<file path="src/rtl/hs_sample_sequencer.sv">
module hs_sample_sequencer #(
  parameter int N_HS     = 2,
  parameter int N_CH     = 32,
  parameter int N_AUX    = 3,
  parameter int N_EXT    = 8,
  parameter int EXT_W    = 16,
  parameter int SCLK_DIV = 2,
  parameter int CS_GAP   = 2,
  parameter int TS_W     = 32,
  parameter int DW       = 32,
  parameter int OVR_W    = 8
) (
  input  logic                   clk,
  input  logic                   rst_n,
  input  logic                   sample_tick,
  input  logic [N_AUX*16-1:0]    aux_cmd,
  input  logic [N_EXT*EXT_W-1:0] ext_in,
  output logic                   spi_sclk,
  output logic                   spi_cs_n,
  output logic                   spi_mosi,
  input  logic [N_HS-1:0]        spi_miso,
  output logic                   rec_valid,
  input  logic                   rec_ready,
  output logic [DW-1:0]          rec_data,
  output logic                   rec_last,
  output logic [OVR_W-1:0]       overrun_cnt
);
  localparam int FW      = 16;
  localparam int N_FR    = N_CH + N_AUX;
  localparam int N_SLOT  = N_HS * N_FR;
  localparam int REC_LEN = 1 + N_SLOT + N_EXT;
  localparam int FR_W    = $clog2(N_FR + 1);
  localparam int DIV_W   = (SCLK_DIV > 1) ? $clog2(SCLK_DIV) : 1;
  localparam int GAP_W   = (CS_GAP > 1) ? $clog2(CS_GAP) : 1;
  localparam int IDX_W   = $clog2(REC_LEN);
  localparam int SL_W    = (N_SLOT > 1) ? $clog2(N_SLOT) : 1;
  localparam int EI_W    = (N_EXT > 1) ? $clog2(N_EXT) : 1;

  typedef enum logic [1:0] {S_IDLE, S_XFER, S_GAP} state_t;

  state_t            st;
  logic [DIV_W-1:0]  div_cnt;
  logic [3:0]        bit_cnt;
  logic [GAP_W-1:0]  gap_cnt;
  logic [FR_W-1:0]   frame, load_fr, aux_i;
  logic              sclk_q, cs_n_q;
  logic [FW-1:0]     tx_sh, load_cmd;
  logic [FW-1:0]     rx_sh [N_HS];
  logic [SL_W-1:0]   wr_idx [N_HS];
  logic [N_AUX*FW-1:0] aux_q;
  logic [EXT_W-1:0]  ext_q [N_EXT];
  logic [FW-1:0]     cap [N_SLOT];
  logic [FW-1:0]     ob [N_SLOT];
  logic [EXT_W-1:0]  ob_ext [N_EXT];
  logic [TS_W-1:0]   ts_cnt, ts_q, ob_ts;
  logic              ob_full;
  logic [IDX_W-1:0]  rd_idx;
  logic [OVR_W-1:0]  ovr;
  int                rd_k;

  logic half_done, rise, fall, fend, gap_done, last_fr, loop_done;
  logic start, nxt_start, publish, rd_fire;

  assign half_done = (st == S_XFER) && (div_cnt == DIV_W'(SCLK_DIV - 1));
  assign rise      = half_done && !sclk_q;
  assign fall      = half_done && sclk_q;
  assign fend      = fall && (bit_cnt == 4'(FW - 1));
  assign gap_done  = (st == S_GAP) && (gap_cnt == GAP_W'(CS_GAP - 1));
  assign last_fr   = (frame == FR_W'(N_FR - 1));
  assign loop_done = gap_done && last_fr;
  assign start     = (st == S_IDLE) && sample_tick;
  assign nxt_start = start || (gap_done && !last_fr);
  assign publish   = loop_done && !ob_full;
  assign rd_fire   = ob_full && rec_ready;
  assign load_fr   = (st == S_IDLE) ? '0 : frame + 1'b1;
  assign aux_i     = load_fr - FR_W'(N_CH);

  always_comb begin
    if (load_fr < FR_W'(N_CH)) load_cmd = {2'b00, 6'(load_fr), 8'h00};
    else                       load_cmd = aux_q[aux_i*FW +: FW];
  end

  for (genvar g = 0; g < N_HS; g++) begin : g_widx
    assign wr_idx[g] = (frame < FR_W'(N_CH)) ? SL_W'(g*N_CH + int'(frame))
                                              : SL_W'(N_HS*N_CH + g*N_AUX + int'(frame) - N_CH);
  end

  always_ff @(posedge clk or negedge rst_n) begin
    if (!rst_n) begin
      st <= S_IDLE;  div_cnt <= '0;  bit_cnt <= '0;  gap_cnt <= '0;
      frame <= '0;   sclk_q <= 1'b0; cs_n_q <= 1'b1;
      ts_cnt <= '0;  ts_q <= '0;     ob_full <= 1'b0; rd_idx <= '0;  ovr <= '0;
    end else begin
      if (sample_tick && st != S_IDLE && ovr != '1) ovr <= ovr + 1'b1;
      if (nxt_start) begin
        st <= S_XFER;  frame <= load_fr;  cs_n_q <= 1'b0;
        bit_cnt <= '0; div_cnt <= '0;     sclk_q <= 1'b0;
      end else if (st == S_XFER) begin
        if (half_done) begin
          div_cnt <= '0;
          sclk_q  <= !sclk_q;
          if (fend) begin
            st <= S_GAP;  cs_n_q <= 1'b1;  gap_cnt <= '0;
          end else if (fall) begin
            bit_cnt <= bit_cnt + 1'b1;
          end
        end else begin
          div_cnt <= div_cnt + 1'b1;
        end
      end else if (st == S_GAP) begin
        if (gap_done) st <= S_IDLE;
        else          gap_cnt <= gap_cnt + 1'b1;
      end
      if (start) begin
        ts_q   <= ts_cnt;
        ts_cnt <= ts_cnt + 1'b1;
      end
      if (publish) begin
        ob_full <= 1'b1;
        rd_idx  <= '0;
      end else if (rd_fire) begin
        if (rd_idx == IDX_W'(REC_LEN - 1)) ob_full <= 1'b0;
        else                               rd_idx  <= rd_idx + 1'b1;
      end
    end
  end

  always_ff @(posedge clk) begin
    if (nxt_start)  tx_sh <= load_cmd;
    else if (fall)  tx_sh <= {tx_sh[FW-2:0], 1'b0};
    if (start) aux_q <= aux_cmd;
    if (nxt_start && load_fr == FR_W'(N_CH))
      for (int e = 0; e < N_EXT; e++) ext_q[e] <= ext_in[e*EXT_W +: EXT_W];
    for (int h = 0; h < N_HS; h++) begin
      if (rise) rx_sh[h] <= {rx_sh[h][FW-2:0], spi_miso[h]};
      if (fend) cap[wr_idx[h]] <= rx_sh[h];
    end
    if (publish) begin
      ob     <= cap;
      ob_ext <= ext_q;
      ob_ts  <= ts_q;
    end
  end

  assign rd_k = int'(rd_idx) - 1;

  always_comb begin
    if (rd_idx == '0)      rec_data = DW'(ob_ts);
    else if (rd_k < N_SLOT) rec_data = DW'(ob[SL_W'(rd_k)]);
    else                   rec_data = DW'(ob_ext[EI_W'(rd_k - N_SLOT)]);
  end

  assign rec_valid   = ob_full;
  assign rec_last    = ob_full && (rd_idx == IDX_W'(REC_LEN - 1));
  assign spi_sclk    = sclk_q;
  assign spi_cs_n    = cs_n_q;
  assign spi_mosi    = !cs_n_q && tx_sh[FW-1];
  assign overrun_cnt = ovr;

  a_r3_sclk_low_when_deselected: assert property (@(posedge clk) disable iff (!rst_n)
    spi_cs_n |-> !spi_sclk);

  a_r3_mosi_steady_while_high: assert property (@(posedge clk) disable iff (!rst_n)
    (spi_sclk && $past(spi_sclk)) |-> $stable(spi_mosi));

  a_r4_cs_high_two_clocks: assert property (@(posedge clk) disable iff (!rst_n)
    $rose(spi_cs_n) |=> spi_cs_n);

  a_r12_hold_when_stalled: assert property (@(posedge clk) disable iff (!rst_n)
    (rec_valid && !rec_ready) |=> (rec_valid && $stable(rec_data) && $stable(rec_last)));

  a_r11_busy_tick_counted: assert property (@(posedge clk) disable iff (!rst_n)
    (sample_tick && !spi_cs_n) |=> (overrun_cnt != '0));

endmodule

</file>
<file path="config.mk">
export PLATFORM = sky130hd
export DESIGN_NAME = hs_sample_sequencer
export DESIGN_NICKNAME = d
export VERILOG_FILES = /design/src/rtl/hs_sample_sequencer.sv
export SDC_FILE = /design/constraint.sdc
export NUM_CORES = 2
export LEC_CHECK = 0
export ABC_AREA = 1
export BUFFER_PORTS_ARGS = -buffer_cell sky130_fd_sc_hd__buf_4
export CORE_ASPECT_RATIO = 0.75
export CORE_UTILIZATION = 40
export DETAILED_ROUTE_END_ITERATION = 16
export GPL_TIMING_DRIVEN = 0
export PLACE_DENSITY = 0.52
export SYNTH_ARGS = -nofsm -noshare
export SYNTH_HDL_FRONTEND = slang
export SYNTH_SLANG_ARGS = --single-unit
</file>
<file path="constraint.sdc">
create_clock -name clk -period 67.7 [get_ports clk]
set_input_delay 13.54 -clock clk [delete_from_list [all_inputs] [get_ports clk]]
set_output_delay 13.54 -clock clk [all_outputs]
set_load 0.05 [all_outputs]
</file>
==> Yosys cells after proc, flatten, opt, wreduce, memory -nomap -nowiden <==
Memory sizes are Yosys's and may differ from the RTL's.
Index checks and enable logic that the tools add are counted.
{ "totals": {"ff_bits": 2688, "mem_bits_rw": 32, "out_inout_bits": 45, "wordCells": 313, "mem_count": 1} }
{ "classes": {"n_addsub": 15, "n_lt_le_gt_ge": 9, "eq_ne": 14, "n_shift": 1, "mux": 56, "bitwise_logic": 5, "n_reduce_logical": 41} }
{ "mem_list": {"columns": ["name", "words", "word_bits", "read_ports", "rd_clocked_by_memory_dff", "write_ports", "line", "text"], "rows": [
  ["rx_sh", 2, 16, 2, 0, 2, "48", "logic [FW-1:0] rx_sh [N_HS];"]
]} }
{ "ops": {"columns": ["op", "n"], "rows": [
  ["bitwise mux 1120 bit", 2],
  ["2-to-1 mux 1120 bit", 2],
  ["demux 16 bit (select 7 bit)", 2],
  ["2-to-1 mux 16 bit", 10],
  ["binary-select mux 16 bit (select 7 bit)", 1],
  ["binary-select mux 16 bit (select 3 bit)", 1],
  ["indexed part select 48 x 11 -> 16 bit", 1],
  ["2-to-1 mux 7 bit", 5],
  ["adder 32 x 1 -> 32 bit (second input constant)", 1],
  ["2-to-1 mux 32 bit", 1],
  ["2-to-1 mux 1 bit", 20],
  ["2-to-1 mux 4 bit", 5],
  ["logical AND 1 bit", 17],
  ["greater-or-equal comparator 8 bit (second input constant)", 2],
  ["less-than comparator 8 x 1 -> 1 bit (second input constant)", 2],
  ["inverter 7 -> 8 bit", 2],
  ["nonzero test 2 bit", 8],
  ["adder 7 x 6 -> 7 bit (first input constant)", 2],
  ["subtractor 7 x 6 -> 7 bit (second input constant)", 2],
  ["equality test 6 bit (second input constant)", 2],
  ["less-than comparator 6 bit (second input constant)", 2],
  ["2-to-1 mux 2 bit", 6],
  ["adder 8 x 1 -> 8 bit (second input constant)", 1],
  ["greater-or-equal comparator 7 x 8 -> 1 bit (second input constant)", 1],
  ["other kinds (31)", 43]
]} }

==> Depth between registers and ports, before layout <==
{ "depth": {"depth_word": 12, "ltp_mapped": 22, "depth_no_buf": 15} }

==> Worst setup path before layout <==
No wires, ideal clock.
{ "synth_path": {"kind": "reg2reg", "startpoint": "register frame[0]", "endpoint": "register rd_idx[2]", "setup_time_ns": 1.226, "t_arrival_ns": 26.326, "t_required_ns": 66.474, "setup_slack_ns": 40.148, "path_stages_with_launch": 9, "synth_period_minus_slack_ns": 27.552, "path_cell_list": "dfrtp_1 > buf_2 > inv_2 > ha_1 > nand4_1 > nor2_1 > nand2_1 > inv_1 > nor3_1"} }
{ "synth_via": {"elab_chain_cells": 5, "elab_cells_between_ends": 7, "cone_classes": "eq/ne (2); mux (1); reduce/logical (4)"} }
{ "synth_rtl": {"columns": ["item", "line", "text"], "rows": [
  ["start, declared", "45", "logic [FR_W-1:0] frame, load_fr, aux_i;"],
  ["start signal, assigned", "91", "frame <= '0; sclk_q <= 1'b0; cs_n_q <= 1'b1;"],
  ["start signal, assigned", "96", "st <= S_XFER; frame <= load_fr; cs_n_q <= 1'b0;"],
  ["equality test 6 bit (*)", "69", "assign last_fr = (frame == FR_W'(N_FR - 1));"],
  ["logical AND 1 bit (*)", "70", "assign loop_done = gap_done && last_fr;"],
  ["logical AND 1 bit (*)", "73", "assign publish = loop_done && !ob_full;"],
  ["named net publish", "62", "logic start, nxt_start, publish, rd_fire;"],
  ["inequality test 2 bit (no line) or nonzero test 2 bit (tied branches)", null, null],
  ["AND reduction 2 bit (no line)", null, null],
  ["end signal, assigned", "123", "else rd_idx <= rd_idx + 1'b1;"],
  ["end, declared", "57", "logic [IDX_W-1:0] rd_idx;"]
]} }
The timed path passes the listed nets; every way through them passes the cells marked *.
A chain may end at the register's enable or synchronous reset.

==> Worst setup path in the final report <==
{ "layout_path": {"startpoint": "register rd_idx[0]", "endpoint": "output rec_data[6]"} }
{ "layout_via": {"elab_chain_cells": 8, "elab_cells_between_ends": 14, "cone_classes": "add/sub (2); order compare (1); mux (8); bitwise (2); reduce/logical (1)"} }
{ "layout_rtl": {"columns": ["item", "line", "text"], "rows": [
  ["subtractor 7 x 1 -> 8 bit", "145", "assign rd_k = int'(rd_idx) - 1;"],
  ["subtractor 3 x 2 -> 3 bit", "150", "else rec_data = DW'(ob_ext[EI_W'(rd_k - N_SLOT)]);"],
  ["inverter 3 bit (implied by the code)", "150", null],
  ["binary-select mux 16 bit (select 3 bit)", "150", null],
  ["2-to-1 mux 16 bit (implied by the code) (2 in series)", "150", null],
  ["2-to-1 mux 16 bit", "149", "else if (rd_k < N_SLOT) rec_data = DW'(ob[SL_W'(rd_k)]);"],
  ["2-to-1 mux 32 bit (*)", "148", "if (rd_idx == '0) rec_data = DW'(ob_ts);"],
  ["end, declared", "24", "output logic [DW-1:0] rec_data,"]
]} }
Mark *: on every way between the ends. The rest lies on a longest branch, timed or not. The select of a mux whose other input is x is not followed.

==> summary.txt <==
Clock tree
  • Post-CTS repair timing setup buffer count: 0
  • Hold buffer count at cts: 0
  • Maximum level of the CTS H-tree: 5
  • Inserted Clock Buffers: 278
  • TritonCTS clock tree: built
  • Max clock buf depth: 4
  • Clock-pin slew of the registers on the worst-case setup and hold paths: 60 ps
  • Skew-Pair Late Insertion Delay: 880 ps
  • Clock sink count: 2720
  • Total of cells resized after clock tree synthesis: 0
  • Root buffer cell: sky130_fd_sc_hd__clkbuf_16

Timing
  • Unrepaired setup endpoints after global routing: no
  • Headroom to the max-slew limit: -0.0295
  • Final critical-path share of the clock period: 0.327
  • Slew at the pin closest to its max-slew limit: 1540 ps
  • Post-route setup TNS: 0 ps
  • Final Critical Period: 22150 ps
  • Maximum clock skew at final layout: 40.6 ps
  • Final hold viol count: 0
  • Fin. max-slew vios: 16
  • Final setup violation count: 0
  • Achievable clock frequency: 0.0452 GHz

Worst setup path
  • Critical Path Fanout Max: 11
  • Worst Path Class, Setup: reg2out
  • Delay-heaviest family, CP: buffers and inverters
  • Sort of element at the end of the critical path: output port
  • CP Data Required Time: 54160 ps
  • CP max-delay cell: sky130_fd_sc_hd__buf_1
  • Data arrival time of the critical path: 8610 ps
  • Total buffers and inverters traversed by the critical path: 10
  • Highest cell delay on the worst timing path: 1030 ps
  • Ordered list of cells on the worst path: buf_2 > inv_2 > buf_4 > buf_2 > buf_4 > buf_4 > ha_1 > inv_2 > clkbuf_1 > buf_1 > o211ai_1 > nand3_1 > nand3_1 > nand3_1 > nand3_1 > nand2_1 > nand2_1 > a21oi_1 > buf_4
  • Worst Setup Start Kind: flop

Place
  • Count of input and output buffers: 226
  • Instance count after placement with tap cells included: 13516
  • Placer Congestion: 0.987
  • Placed wire-length estimate: 289000 µm

Routing
  • Post-route DRC: 0
  • Routed len/inst: 28.6 µm
  • Vias per inst: 5.63
  • Post-detailed-routing wire length: 401000 µm
  • Number of DRC markers in iteration 0: 12174
  • Number of detailed-route iterations in the first pass: 6
  • Via Count: 78991
  • Number of nets still failing antenna checks after routing: 0

GRT
  • Number of antenna violations at the first check in global routing: 50
  • First-pass GRT wire length: 552000 µm
  • Maximum number of pins on one net before global-route repair: 125
  • Number of global-route vias before repair: 71812
  • Total gr overflow: 0
  • Overall track demand over capacity in global routing: 0.294

Yosys
  • Mapped Nets: 9904
  • Synth Cell Area: 106000 µm²
  • Mean Syn Cell Area: 10.9 µm²
  • Seq/Total Area, Yosys: 0.709
  • Count of different cell masters after synthesis: 51
  • Post-Synthesis Cells: 9709
  • Yosys warnings: 0
  • Number of synthesized register bits: 2720

Finish
  • Relative area change from synthesis to final layout: 15.1%
  • Final non-filler cell total: 14031
  • Most frequent cells in the layout: 2295 x sky130_fd_sc_hd__nand2_1, 2016 x sky130_fd_sc_hd__edfxtp_1, 1838 x sky130_fd_sc_hd__o21ai_0, 739 x sky130_fd_sc_hd__nand3_1, 610 x sky130_fd_sc_hd__inv_1
  • Most common library cell in the layout ignoring fill and taps: sky130_fd_sc_hd__nand2_1
  • Final net count: 10445
  • Share of post-route cells with drive strength above 1: 0.0840

Die
  • Starting Density: 0.403
  • Area of the core: 263000 µm²
  • Row cnt: 163
  • Die Outline Area: 267000 µm²
  • Boundary pin count: 227
  • Die width: 596 µm
  • Vertical extent of the die: 448 µm

Power and ir drop
  • Power density over the cells: 36.5 nW/µm²
  • Leakage dissipation: 45.3 nW
  • Maximum VDD drop: 25.6 µV

Hold path
  • Worst hold-check path type: reg2reg

Status
  • Violations in the final reports: capacitance limit, slew limit
  • Status: finished, violations left

Flow run
  • Number of max-cap violations: 3
## final cells by class
class | count | area (µm²)
inverter | 624 | 2350
timing repair buffer | 261 | 2420
multi-input combinational | 5704 | 25900
buffer | 661 | 2720
fill | 24633 | 141000
tap | 3547 | 4440
clock inverter | 137 | 1460
clock buffer | 350 | 7550
antenna | 27 | 67.6
sequential | 2720 | 75100
## through the flow
stage | hold slack (ps) | setup slack [ps] | power (W) | util | instance area (µm²)
2_1_floorplan | 400 | 40150 | 0.00230 | - | 106000
3_3_place_gp | 402 | 24940 | 0.00286 | 0.426 | 112000
3_5_place_dp | 405 | 47030 | 0.00287 | 0.429 | 113000
4_1_cts | 415 | 46060 | 0.00442 | 0.463 | 122000
5_1_grt | 420 | 45800 | 0.00454 | 0.463 | 122000
6_report | 409 | 45550 | 0.00446 | 0.463 | 122000
## power breakdown
part	total (W)	internal, W	switching (W)
clock	0.00157	0.000902	0.000671
sequential	0.00178	0.00177	0.00000508
combinational	0.00111	0.000222	0.000885
total	0.00446	0.00290	0.00156
## synthesized netlist by cell type (all sizes together)
| library cell | count | area (µm²) |
|---|---|---|
| mux2i | 1 | 10.0 |
| nand4 | 6 | 52.6 |
| or2 | 2 | 12.5 |
| dfxtp | 608 | 12200 |
| o2111ai | 1 | 8.76 |
| clkbuf | 504 | 1890 |
| o21ai | 1894 | 9480 |
| o22ai | 7 | 43.8 |
| mux2 | 1 | 11.3 |
| nor2 | 487 | 1910 |
| o211ai | 69 | 518 |
| dfstp | 1 | 26.3 |
| xnor2 | 6 | 52.6 |
| and2 | 1 | 6.26 |
| o31ai | 4 | 30.0 |
| nor3 | 30 | 208 |
| buf | 157 | 796 |
| a21oi | 65 | 325 |
| nor4 | 4 | 40.0 |
| nand2 | 2308 | 8690 |
| o21a | 1 | 7.51 |
| edfxtp | 2016 | 60500 |
| dfrtp | 95 | 2380 |
| a21boi | 10 | 75.1 |
| ha | 13 | 163 |
| a22o | 8 | 70.1 |
| clkinv | 3 | 12.5 |
| xor2 | 38 | 359 |
| a31oi | 3 | 18.8 |
| nor3b | 2 | 15.0 |
| nand3 | 743 | 3750 |
| inv | 621 | 2330 |
## final timing paths
check	from	end	slack, ps	depth (start not counted)
setup / recovery	rd_idx[0]	rec_data[6]	45550	19
hold / removal	cap[89]	ob[89]	410	0
setup reg to reg	frame[0]	ob[776]	62520	11
hold reg to reg	cap[89]	ob[89]	410	0
max in group asynchronous	rst_n	st[0]	54280	1
min in group asynchronous	rst_n	ts_q[22]	12800	1
## cells by family (layout without fill, tap and decap cells)
group           Yosys count  count (layout)  synth area share
simple gates           3583            3583             0.139
flops                  2720            2720             0.709
compound gates         2062            2062            0.0998
buf+inv                1285            2033            0.0475
xor+xnor                 44              44           0.00388
fa+ha+maj                13              13           0.00153
mux                       2               2          0.000201
other cells               0              27                 0
## per-layer routing
layer  global-route usage  part of all wire
met1                0.445              0.44
met2                0.389              0.39
met3               0.0975              0.13
met4               0.0950             0.034
met5                    0           0.00042
## worst register-to-register path, stage by stage, from the launching register on
cell                      delay, ps
sky130_fd_sc_hd__dfrtp_1        380
sky130_fd_sc_hd__buf_2          170
sky130_fd_sc_hd__inv_2          150
sky130_fd_sc_hd__ha_1           170
sky130_fd_sc_hd__nand4_1        150
sky130_fd_sc_hd__nor2_1         560
sky130_fd_sc_hd__nand2_1        470
sky130_fd_sc_hd__inv_8          660
sky130_fd_sc_hd__buf_16         440
sky130_fd_sc_hd__buf_16         390
sky130_fd_sc_hd__buf_16         580
sky130_fd_sc_hd__buf_16         590
(Power assumes the default switching activity.)
